--- config.mk ---
export PLATFORM = sky130hd
export DESIGN_NAME = runahead_entry_ctrl
export DESIGN_NICKNAME = d
export VERILOG_FILES = /design/src/rtl/ra_ctrl_pkg.sv /design/src/rtl/ra_sat_ctr.sv /design/src/rtl/ra_entry_filter.sv /design/src/rtl/runahead_entry_ctrl.sv
export SDC_FILE = /design/constraint.sdc
export NUM_CORES = 1
export LEC_CHECK = 0
export BUFFER_PORTS_ARGS = -buffer_cell sky130_fd_sc_hd__buf_4
export CORE_MARGIN = 1
export CORE_UTILIZATION = 35
export CTS_CLUSTER_DIAMETER = 200
export CTS_CLUSTER_SIZE = 24
export DETAILED_ROUTE_END_ITERATION = 10
export PLACE_DENSITY = 0.69
export REMOVE_ABC_BUFFERS = 1
export SKIP_LAST_GASP = 1
export SLEW_MARGIN = 10
export SYNTH_ARGS = -nofsm -noshare
export SYNTH_HDL_FRONTEND = slang
export SYNTH_SLANG_ARGS = --single-unit
--- constraint.sdc ---
create_clock -name clk -period 2.5 [get_ports clk]
set_input_delay 0.75 -clock clk [delete_from_list [all_inputs] [get_ports clk]]
set_output_delay 0.75 -clock clk [all_outputs]
set_load 0.1 [all_outputs]
--- src/rtl/ra_ctrl_pkg.sv ---
package ra_ctrl_pkg;
    typedef enum logic [1:0] {
        ST_NORMAL = 2'd0,
        ST_ENTER  = 2'd1,
        ST_RUN    = 2'd2,
        ST_EXIT   = 2'd3
    } ra_state_e;
endpackage

--- src/rtl/ra_sat_ctr.sv ---
// Saturating event counter with synchronous clear (clear wins over increment).
module ra_sat_ctr #(
    parameter int W = 8
) (
    input  logic         clk,
    input  logic         rst_n,
    input  logic         clr,
    input  logic         inc,
    output logic [W-1:0] q
);
    localparam logic [W-1:0] MAXV = {W{1'b1}};

    always_ff @(posedge clk) begin
        if (!rst_n || clr) begin
            q <= '0;
        end else if (inc && q != MAXV) begin
            q <= q + 1'b1;
        end
    end
endmodule

--- src/rtl/ra_entry_filter.sv ---
// Combinational efficiency filters for runahead entry.
module ra_entry_filter #(
    parameter int AGE_W = 10,
    parameter int CNT_W = 8
) (
    input  logic [AGE_W-1:0] miss_age,
    input  logic [AGE_W-1:0] age_limit,
    input  logic [CNT_W-1:0] fetched,
    input  logic [CNT_W-1:0] retired,
    output logic             age_ok,
    output logic             overlap_ok
);
    always_comb begin
        age_ok     = (miss_age <= age_limit);
        overlap_ok = (fetched >= retired);
    end
endmodule

--- src/rtl/runahead_entry_ctrl.sv ---
module runahead_entry_ctrl #(
    parameter int AGE_W = 10,
    parameter int CNT_W = 8
) (
    input  logic             clk,
    input  logic             rst_n,
    input  logic             head_miss,
    input  logic [AGE_W-1:0] miss_age,
    input  logic [AGE_W-1:0] age_limit,
    input  logic             miss_return,
    input  logic             pretire,
    input  logic             fetch_evt,
    output logic             ckpt_save,
    output logic             ckpt_restore,
    output logic             ra_active,
    output logic             entry_blocked
);
    import ra_ctrl_pkg::*;

    ra_state_e        state_q, state_d;
    logic [CNT_W-1:0] ret_cnt, fet_cnt;
    logic             age_ok, overlap_ok;
    logic             go_enter;
    logic             ret_clr, ret_inc, fet_clr, fet_inc;

    ra_entry_filter #(.AGE_W(AGE_W), .CNT_W(CNT_W)) u_filter (
        .miss_age   (miss_age),
        .age_limit  (age_limit),
        .fetched    (fet_cnt),
        .retired    (ret_cnt),
        .age_ok     (age_ok),
        .overlap_ok (overlap_ok)
    );

    assign go_enter = head_miss && age_ok && overlap_ok;

    // Pseudo-retire count: cleared when a period starts, counts while speculative.
    assign ret_clr = (state_q == ST_NORMAL) && go_enter;
    assign ret_inc = pretire && (state_q != ST_NORMAL);

    // Fetch count: counts in normal mode, cleared in the restore cycle.
    assign fet_clr = (state_q == ST_EXIT);
    assign fet_inc = fetch_evt && (state_q == ST_NORMAL);

    ra_sat_ctr #(.W(CNT_W)) u_ret_ctr (
        .clk (clk), .rst_n (rst_n), .clr (ret_clr), .inc (ret_inc), .q (ret_cnt)
    );

    ra_sat_ctr #(.W(CNT_W)) u_fet_ctr (
        .clk (clk), .rst_n (rst_n), .clr (fet_clr), .inc (fet_inc), .q (fet_cnt)
    );

    // State register
    always_ff @(posedge clk) begin
        if (!rst_n) begin
            state_q <= ST_NORMAL;
        end else begin
            state_q <= state_d;
        end
    end

    // Next-state logic
    always_comb begin
        state_d = state_q;
        unique case (state_q)
            ST_NORMAL: if (go_enter)    state_d = ST_ENTER;
            ST_ENTER:  state_d = miss_return ? ST_EXIT : ST_RUN;
            ST_RUN:    if (miss_return) state_d = ST_EXIT;
            ST_EXIT:   state_d = ST_NORMAL;
            default:   state_d = ST_NORMAL;
        endcase
    end

    // Output decode
    always_comb begin
        ckpt_save     = 1'b0;
        ckpt_restore  = 1'b0;
        ra_active     = 1'b0;
        entry_blocked = 1'b0;
        unique case (state_q)
            ST_NORMAL: entry_blocked = head_miss && !(age_ok && overlap_ok);
            ST_ENTER:  begin ckpt_save = 1'b1;    ra_active = 1'b1; end
            ST_RUN:    ra_active = 1'b1;
            ST_EXIT:   begin ckpt_restore = 1'b1; ra_active = 1'b1; end
            default:   ra_active = 1'b0;
        endcase
    end
endmodule

After elaboration in Yosys (flattened, before gate mapping). Cells that the tools add are included.

Bits in registers: 18. Input bits: 26. Output and inout bits: 4.

Add/subtract/negate cells: 2. Order comparisons: 2. Equal/unequal tests: 7. Muxes and demuxes: 8. Reduce and logical (&&, ||, !) cells: 17.

Operators with widths (count): $add A8 B1 Y8 const B (2); $ne A8 B8 Y1 const B (2); $le A10 B10 Y1 (1); $logic_and A1 B1 Y1 (9); $ge A8 B8 Y1 (1); $pmux W2 S4 (1); $mux W1 (5); $eq A2 B2 Y1 const B (2); $mux W2 (2); $ne A2 B2 Y1 const B (2); $reduce_or A3 Y1 (1); $eq A2 B1 Y1 const B (1); $logic_not A1 Y1 (2); $logic_not A2 Y1 (1); $logic_or A1 B1 Y1 (2); $reduce_and A2 Y1 (1); $reduce_bool A2 Y1 (1).

Longest topological paths before layout. Gate-level depths: netlist of the first run.

Depth in word-level cells: 5. Depth in mapped cells: 8. Gate-level depth less buffers: 8.

Cells and area by module. Synthesis of the first run repeated with hierarchy kept, for this count alone.

Cell total of the unflattened synthesis: 179. Area total of the unflattened synthesis: 1521.5 um^2.

Modules (own cells, without submodules): ra_sat_ctr (times used 2, cells each 46, area an instance 421.7 um^2); ra_entry_filter (times used 1, cells each 60, area an instance 446.7 um^2); runahead_entry_ctrl (times used 1, cells each 27, area an instance 231.5 um^2).

Least setup slack after synthesis of the first run. No wires, ideal clock.

Kind: input to output. From: input port age_limit[5]. To: output port entry_blocked. Arrival: 2.972 ns. Required time: 1.750 ns. Slack: -1.222 ns. Stages on the path: 8. Path buffers: 0. Cells stage by stage: inv_1 ha_1 and4_1 o21ai_0 a21oi_1 o22a_2 nor2_1 nor2_1.

Longest elaborated chain between the ends: 5.

Ends and longest elaborated chain: start: declaration (line runahead_entry_ctrl.sv:9) `input logic [AGE_W-1:0] age_limit,`; $le A10 B10 Y1 (line ra_entry_filter.sv:14) `age_ok = (miss_age <= age_limit);`; $logic_and A1 B1 Y1 (line runahead_entry_ctrl.sv:81) `ST_NORMAL: entry_blocked = head_miss && !(age_ok && overlap_ok);`; $logic_not A1 Y1 (line runahead_entry_ctrl.sv:81); $logic_and A1 B1 Y1 (line runahead_entry_ctrl.sv:81); $mux W1 (line runahead_entry_ctrl.sv:80) `unique case (state_q)`; end: declaration (line runahead_entry_ctrl.sv:16) `output logic entry_blocked`.

Every way passes these cells.

Worst setup path in the final report of the first run. Same ends and word-level chain as after synthesis.

==> metrics, run 1 <==
outcome finished, violations left; failing checks setup timing; via count 1245; Synth warnings 0; Clk pin slew, worst setup/hold paths ~0.07 ns; Final Max Slew Viols 0; cell taking the most area after synthesis dfxtp_1; Finished Layout Cells approximately 260; pwr/cell area 664 nW/um^2; worst-path maximum fanout 2; Initial Util 37.1%; number of setup violations in the final report 1; core footprint between 3000 and 4000 um^2; slew margin rel. about two thirds; Post-CTS Hold Fix Bufs 0; Clock Sinks 18; final instance area 1960 um^2; DP HPWL 2180 um; Reg2Reg Depth 9; Avg Cell Area, Syn between 8 and 9 um^2; clock buffer count from CTS 3; number of synthesized flops with an enable pin 0; layout cell share with drive strength beyond 1 32.1%; Post-CTS Repair Setup Buffers 0; nets between 200 and 300; DR vias/cell just under 5; clock root buffer clkbuf_8; Chip Width about 65 um; Rows 22; WHS Path Cells 2; final core occ between 50% and 60%; grt total ovfl 0; Antenna Nets Post-Route 0; Max Cap Viol 0; setup ws final -0.348 ns; most common cell in the netlist ha_1; post-synthesis compound-gate area fraction ~15%; fmax 0.351 GHz; Post-Syn Area 1390 um^2; clock skew 0.00131 ns; Ports 30; largest family of logic cells by synthesized area adder cells; vias in the first global route approximately 1200; crit end category output pin; Ant. Diodes 0; wire per inst 11.5 um; IO Port Bufs 29; top_reg_cell synth dfxtp_1; Synth-to-Final Area Change 41.0%; Final period util 114%; clk_lat worst skew between 0.2 and 0.3 ns; post-route DRC violation count 0; DRT Pass-1 Iters 4; Worst-Margin Slew between 0.4 and 0.5 ns; register bit total from synthesis 18; post-synthesis xor/xnor area fraction roughly 7.6%; Die Height between 60 and 70 um; maximum clock insertion buffer count 2; first-pass GRT wire length between 4000 and 5000 um; die area 4220 um^2; post-synthesis simple-gate area fraction approximately 21%; startpoint types input pin; maximum vdd drop between 0.3 and 0.4 mV; CP Class input pin to output pin; asr flop ratio synth 0%; mux contribution to synthesized area 1.44%; Min-Delay Path Class register to register; Total GRT Usage approximately 15%; DR iter-0 viols 32; largest net degree at the start of global routing 11; Gate Count Post-Synth 162; register area share after synthesis between 20% and 30%; CTS tree yes; initial antenna violation count 0; Cells after DPL ~250; Final Critical Period around 2.8 ns; Post-Route WL ~3000 um; Critical Path AT 2.10 ns; post-synth top area share about a quarter; Post-synth top cells ha_1 (25), inv_1 (23), nor2_1 (19), dfxtp_1 (18), nand2_1 (11); Hold Vio Cnt, Final 0; Placer Congestion between 0.7 and 0.8; Synth Area in Adders 22.5%; Synth area leaders dfxtp_1 (26%), ha_1 (23%), inv_1 (6.2%); unrepaired setup endpoints after global routing yes; Post-DP Area roughly 1800 um^2; LEAKAGE roughly 0.87 nW; count of distinct cell types in the synthesized netlist 32; Worst Path Required 1.75 ns; H-tree levels 1
[registers in the layout, summed over array words and instances (netlist names)]
signal	count
u_fet_ctr.q	8
u_ret_ctr.q	8
state_q	2
[logic make-up (layout without fill, tap and decap cells)]
family / count (synthesis) / after routing
DFF: 18 / 18
xor gates and xnor gates: 12 / 12
muxes: 2 / 2
AOI/OAI and AO/OA: 25 / 25
adders and majority gates: 25 / 25
and+or+nand+nor: 56 / 56
buffers and inverters: 24 / 71
[critical path, stage by stage]
cell and delay (ns):
buf_6 0.08, inv_4 0.03, ha_4 0.25, and4_1 0.22
o21ai_1 0.08, a21oi_1 0.12, o22a_2 0.15, nor2_1 0.04
nor2_1 0.13, buf_6 0.24
[cells in the final DEF, fill, tap and decap left out, types with 2 or more instances in the layout]
cell      netlist  layout
nand4_1         9       9
buf_6           0       9
inv_4           0       4
inv_1          23      19
mux2i_1         2       2
dfxtp_1        18      18
o31ai_4         2       2
clkbuf_8        0       4
nand2b_1        4       4
xnor2_1         8       8
nand2_1        11      11
nor2_1         19      19
o21ai_0         6       5
nand3_1         4       4
buf_4           0      35
ha_1           25      20
a21oi_1         7       6
ha_4            0       5
xor2_1          4       4
o21ai_1         1       2
or3_1           2       2
and3_1          2       2
[stage by stage]
step	worst slack, ns	TNS (ns)	hold WS (ns)	total power [mW]
4_1_cts	-0.351	-0.351	0.509	1.31
3_3_place_gp	-0.437	-0.567	0.488	1.02
2_1_floorplan	-1.22	-1.22	0.468	0.846
3_5_place_dp	-0.439	-0.789	0.498	1.03
6_report	-0.348	-0.348	0.504	1.30
5_1_grt	-0.437	-0.437	0.542	1.38
[timing repair]
item	CTS	global route
endpoints found under the setup margin	1	1
pin swaps	10	8
gates resized for setup	23	3
[power breakdown]
group          internal, mW  switching, mW  leakage (nW)  total, mW
Clock                 0.140          0.101        0.0288      0.241
Combinational         0.284          0.431         0.694      0.716
Sequential            0.319         0.0250         0.146      0.344
Total                 0.744          0.557         0.869       1.30
[area by class of cell]
type	instances	area [um^2]
multi-input cells	120	1020
inverters	23	96.3
clock buffers	4	55.1
flip-flops and latches	18	360
fillers	349	1790
repair buffers	44	364
well taps	48	60.1
[routing by layer]
layer	track usage (%)	share of wire, %	vias up
li1	-	-	649
met1	17.2	43	551
met2	27.2	49	36
met3	2.82	5.6	9
met4	6.67	2.0	0
met5	0	0	-
[final timing paths]
check | startpoint | end | slack (ns)
max | age_limit[5] | entry_blocked | -0.35
min | state_q[1]$_SDFFE_PN0P_ | state_q[1]$_SDFFE_PN0P_ | 0.50
max reg2reg | u_ret_ctr.q[7]$_SDFFE_PP0P_ | u_ret_ctr.q[5]$_SDFFE_PP0P_ | 0.52
min reg2reg | state_q[1]$_SDFFE_PN0P_ | state_q[1]$_SDFFE_PN0P_ | 0.50
Note: power is estimated with default switching activity, not from simulation.
==> inputs of run 2 (changes only) <==
CTS_BUF_LIST = sky130_fd_sc_hd__clkbuf_8   (was not set)
SETUP_SLACK_MARGIN = 0.4   (was not set)
==> run 2 against run 1 <==
Maximum frequency decreased by 0.17%; register-to-register slack improved by 0.02 ns; the run still ends with setup timing left; first-iteration DRC count increased by 31%; total power increased by 1.1%; sequential power about the same; global-route usage about the same; setup slack got worse by 0.0048 ns; utilization increased by 0.23 points; highest routed layer unchanged; critical path depth unchanged; final cell count unchanged; hold slack unchanged.
==> metrics, run 2 (synthesized netlist as in run 1, its figures left out) <==
setup tns final -0.353 ns; Post-Route WL ~3000 um; wire per inst approximately 12 um; Reg power frac about a quarter; clock skew around 0.0014 ns; H-tree levels 1; post-route DRC violation count 0; Critical Path AT approximately 2.1 ns; delay-heaviest family, CP simple AND/OR/NAND/NOR gates; Total GRT Usage about 15%; dpl ws -0.439 ns; Rows 22; worst r2r src u_ret_ctr.q[7]$_SDFFE_PP0P_; Pwr Total between 1 and 1.5 mW; vias in the first global route 1226; Clk pwr share between 10% and 20%; pwr/cell area around 670 nW/um^2; largest net degree at the start of global routing 11; Chip Width 65.0 um; Hold Vio Cnt, Final 0; via count between 1000 and 1500; setup ws final -0.353 ns; unrepaired setup endpoints after global routing yes; P_int approximately 750 uW; DP HPWL 2180 um; number of setup violations in the final report 1; commonest non-fill, non-tap cell in the layout buf_4; failing checks setup timing; WHS Path Cells 2; Final period util 114%; hold endpoint state_q[1]$_SDFFE_PN0P_; CTS tree yes; nets ~260; Min-Delay Path Class register to register; Slowest cell on crit path ha_4; switching part of the total between 40% and 50%; worst-path maximum fanout 2; IO Port Bufs 29; Finished Layout Cells roughly 260; layout cell share with drive strength beyond 1 33.0%; Post-CTS Repair Setup Buffers 0; fmax 0.351 GHz; worst path cell trace buf_6 -> inv_4 -> ha_4 -> and4_1 -> o21ai_1 -> a21oi_1 -> o22a_2 -> nor2_1 -> nor2_1 -> buf_6; NetSw approximately 560 uW; grt total ovfl 0; Placer Congestion between 0.7 and 0.8; critical path's largest stage delay between 0.2 and 0.3 ns; slew margin rel. between 60% and 70%; clock buffer count from CTS 3; Initial Util between 30 and 40%; startpoint types input pin; DRT Pass-1 Iters 4; Worst Path Required 1.75 ns; R2R Path End u_ret_ctr.q[5]$_SDFFE_PP0P_; R2R setup slack 0.54 ns; Final Max Slew Viols 0; first-pass GRT wire length just under 5000 um; biggest regs u_fet_ctr.q x8, u_ret_ctr.q x8, state_q x2; Clk pin slew, worst setup/hold paths 0.07 ns; clock root buffer clkbuf_8; Reg2Reg Depth 9; Die Height 65.0 um; Antenna Nets Post-Route 0; hold_ws a little over 0.5 ns; leading cell types in the layout, fill and taps excluded buf_4 (33), ha_1 (20), nor2_1 (19); crit end category output pin; final instance area ~2000 um^2; die area 4220 um^2; Post-DP Area between 1500 and 2000 um^2; DR iter-0 viols between 40 and 50; CP Class input pin to output pin; initial antenna violation count 0; core footprint 3740 um^2; final core occ between 50% and 60%; hold path start state_q[1]$_SDFFE_PN0P_; LEAKAGE 0.870 nW; maximum vdd drop ~0.32 mV; Clock Sinks 18; clk_lat worst skew about 0.25 ns; combinational share of power approximately 55%; maximum clock insertion buffer count 2; outcome finished, violations left; Synth-to-Final Area Change 41.6%; Worst-Margin Slew roughly 0.48 ns; DR vias/cell roughly 4.8; Cells after DPL around 250; Max Cap Viol 0; Final Critical Period 2.85 ns; Ports 30; Ant. Diodes 0; Buf+Inv Stages, Crit Path 3
[run 2: changes by cell type in the layout (fill, tap and decap cells not counted)]
cell     change
buf_4        -2
buf_6        +2
dfxtp_1      -1
dfxtp_2      +1
inv_1        -1
inv_2        +1
[run 2: final cells by class]
cell class	count	area (um^2)
multi-input combinational	120	1020
tap	48	60.1
clock buffer	4	55.1
timing repair buffer	44	372
sequential	18	362
fill	348	1780
inverter	23	96.3
[run 2: worst max path at each step]
stage	start	endpoint	cells after the start	slack, ns
floorplan	age_limit[5]	entry_blocked	8	-1.22
global placement	miss_age[4]	entry_blocked	9	-0.44
detailed placement	miss_age[3]	entry_blocked	9	-0.44
CTS	age_limit[4]	entry_blocked	10	-0.35
global route	age_limit[5]	entry_blocked	10	-0.44
finish	age_limit[5]	entry_blocked	10	-0.35
[run 2: power groups by stage]
stage / logic (mW) / clock network, mW / registers [mW]
floorplan: 0.491 / 0 / 0.355
global placement: 0.670 / 0 / 0.351
detailed placement: 0.677 / 0 / 0.352
CTS: 0.719 / 0.245 / 0.345
global route: 0.787 / 0.258 / 0.351
finish: 0.728 / 0.241 / 0.346
[run 2: worst reg2reg max path, cell delays in order (launching register included)]
cell,delay (ns)
dfxtp_1,0.38
inv_1,0.09
ha_1,0.32
nand4_1,0.11
nor3_2,0.29
nor3_4,0.06
buf_4,0.16
o31ai_4,0.24
buf_6,0.16
nor2_1,0.05
[run 2: per-layer routing]
layer / part of all wire [%] / up-vias / GRT usage [%]
met2: 49 / 36 / 27.5
met3: 5.6 / 9 / 2.82
met4: 2.0 / 0 / 6.67
met5: 0 / - / 0
met1: 43 / 550 / 16.9
li1: - / 649 / -
[run 2: repair_timing]
item                                   in CTS  in global routing
resized for setup                          25                  5
hold buffers                                0                  0
endpoints found under the hold margin       0                  0
setup endpoints to repair                  11                 12
pin swaps                                  11                  9
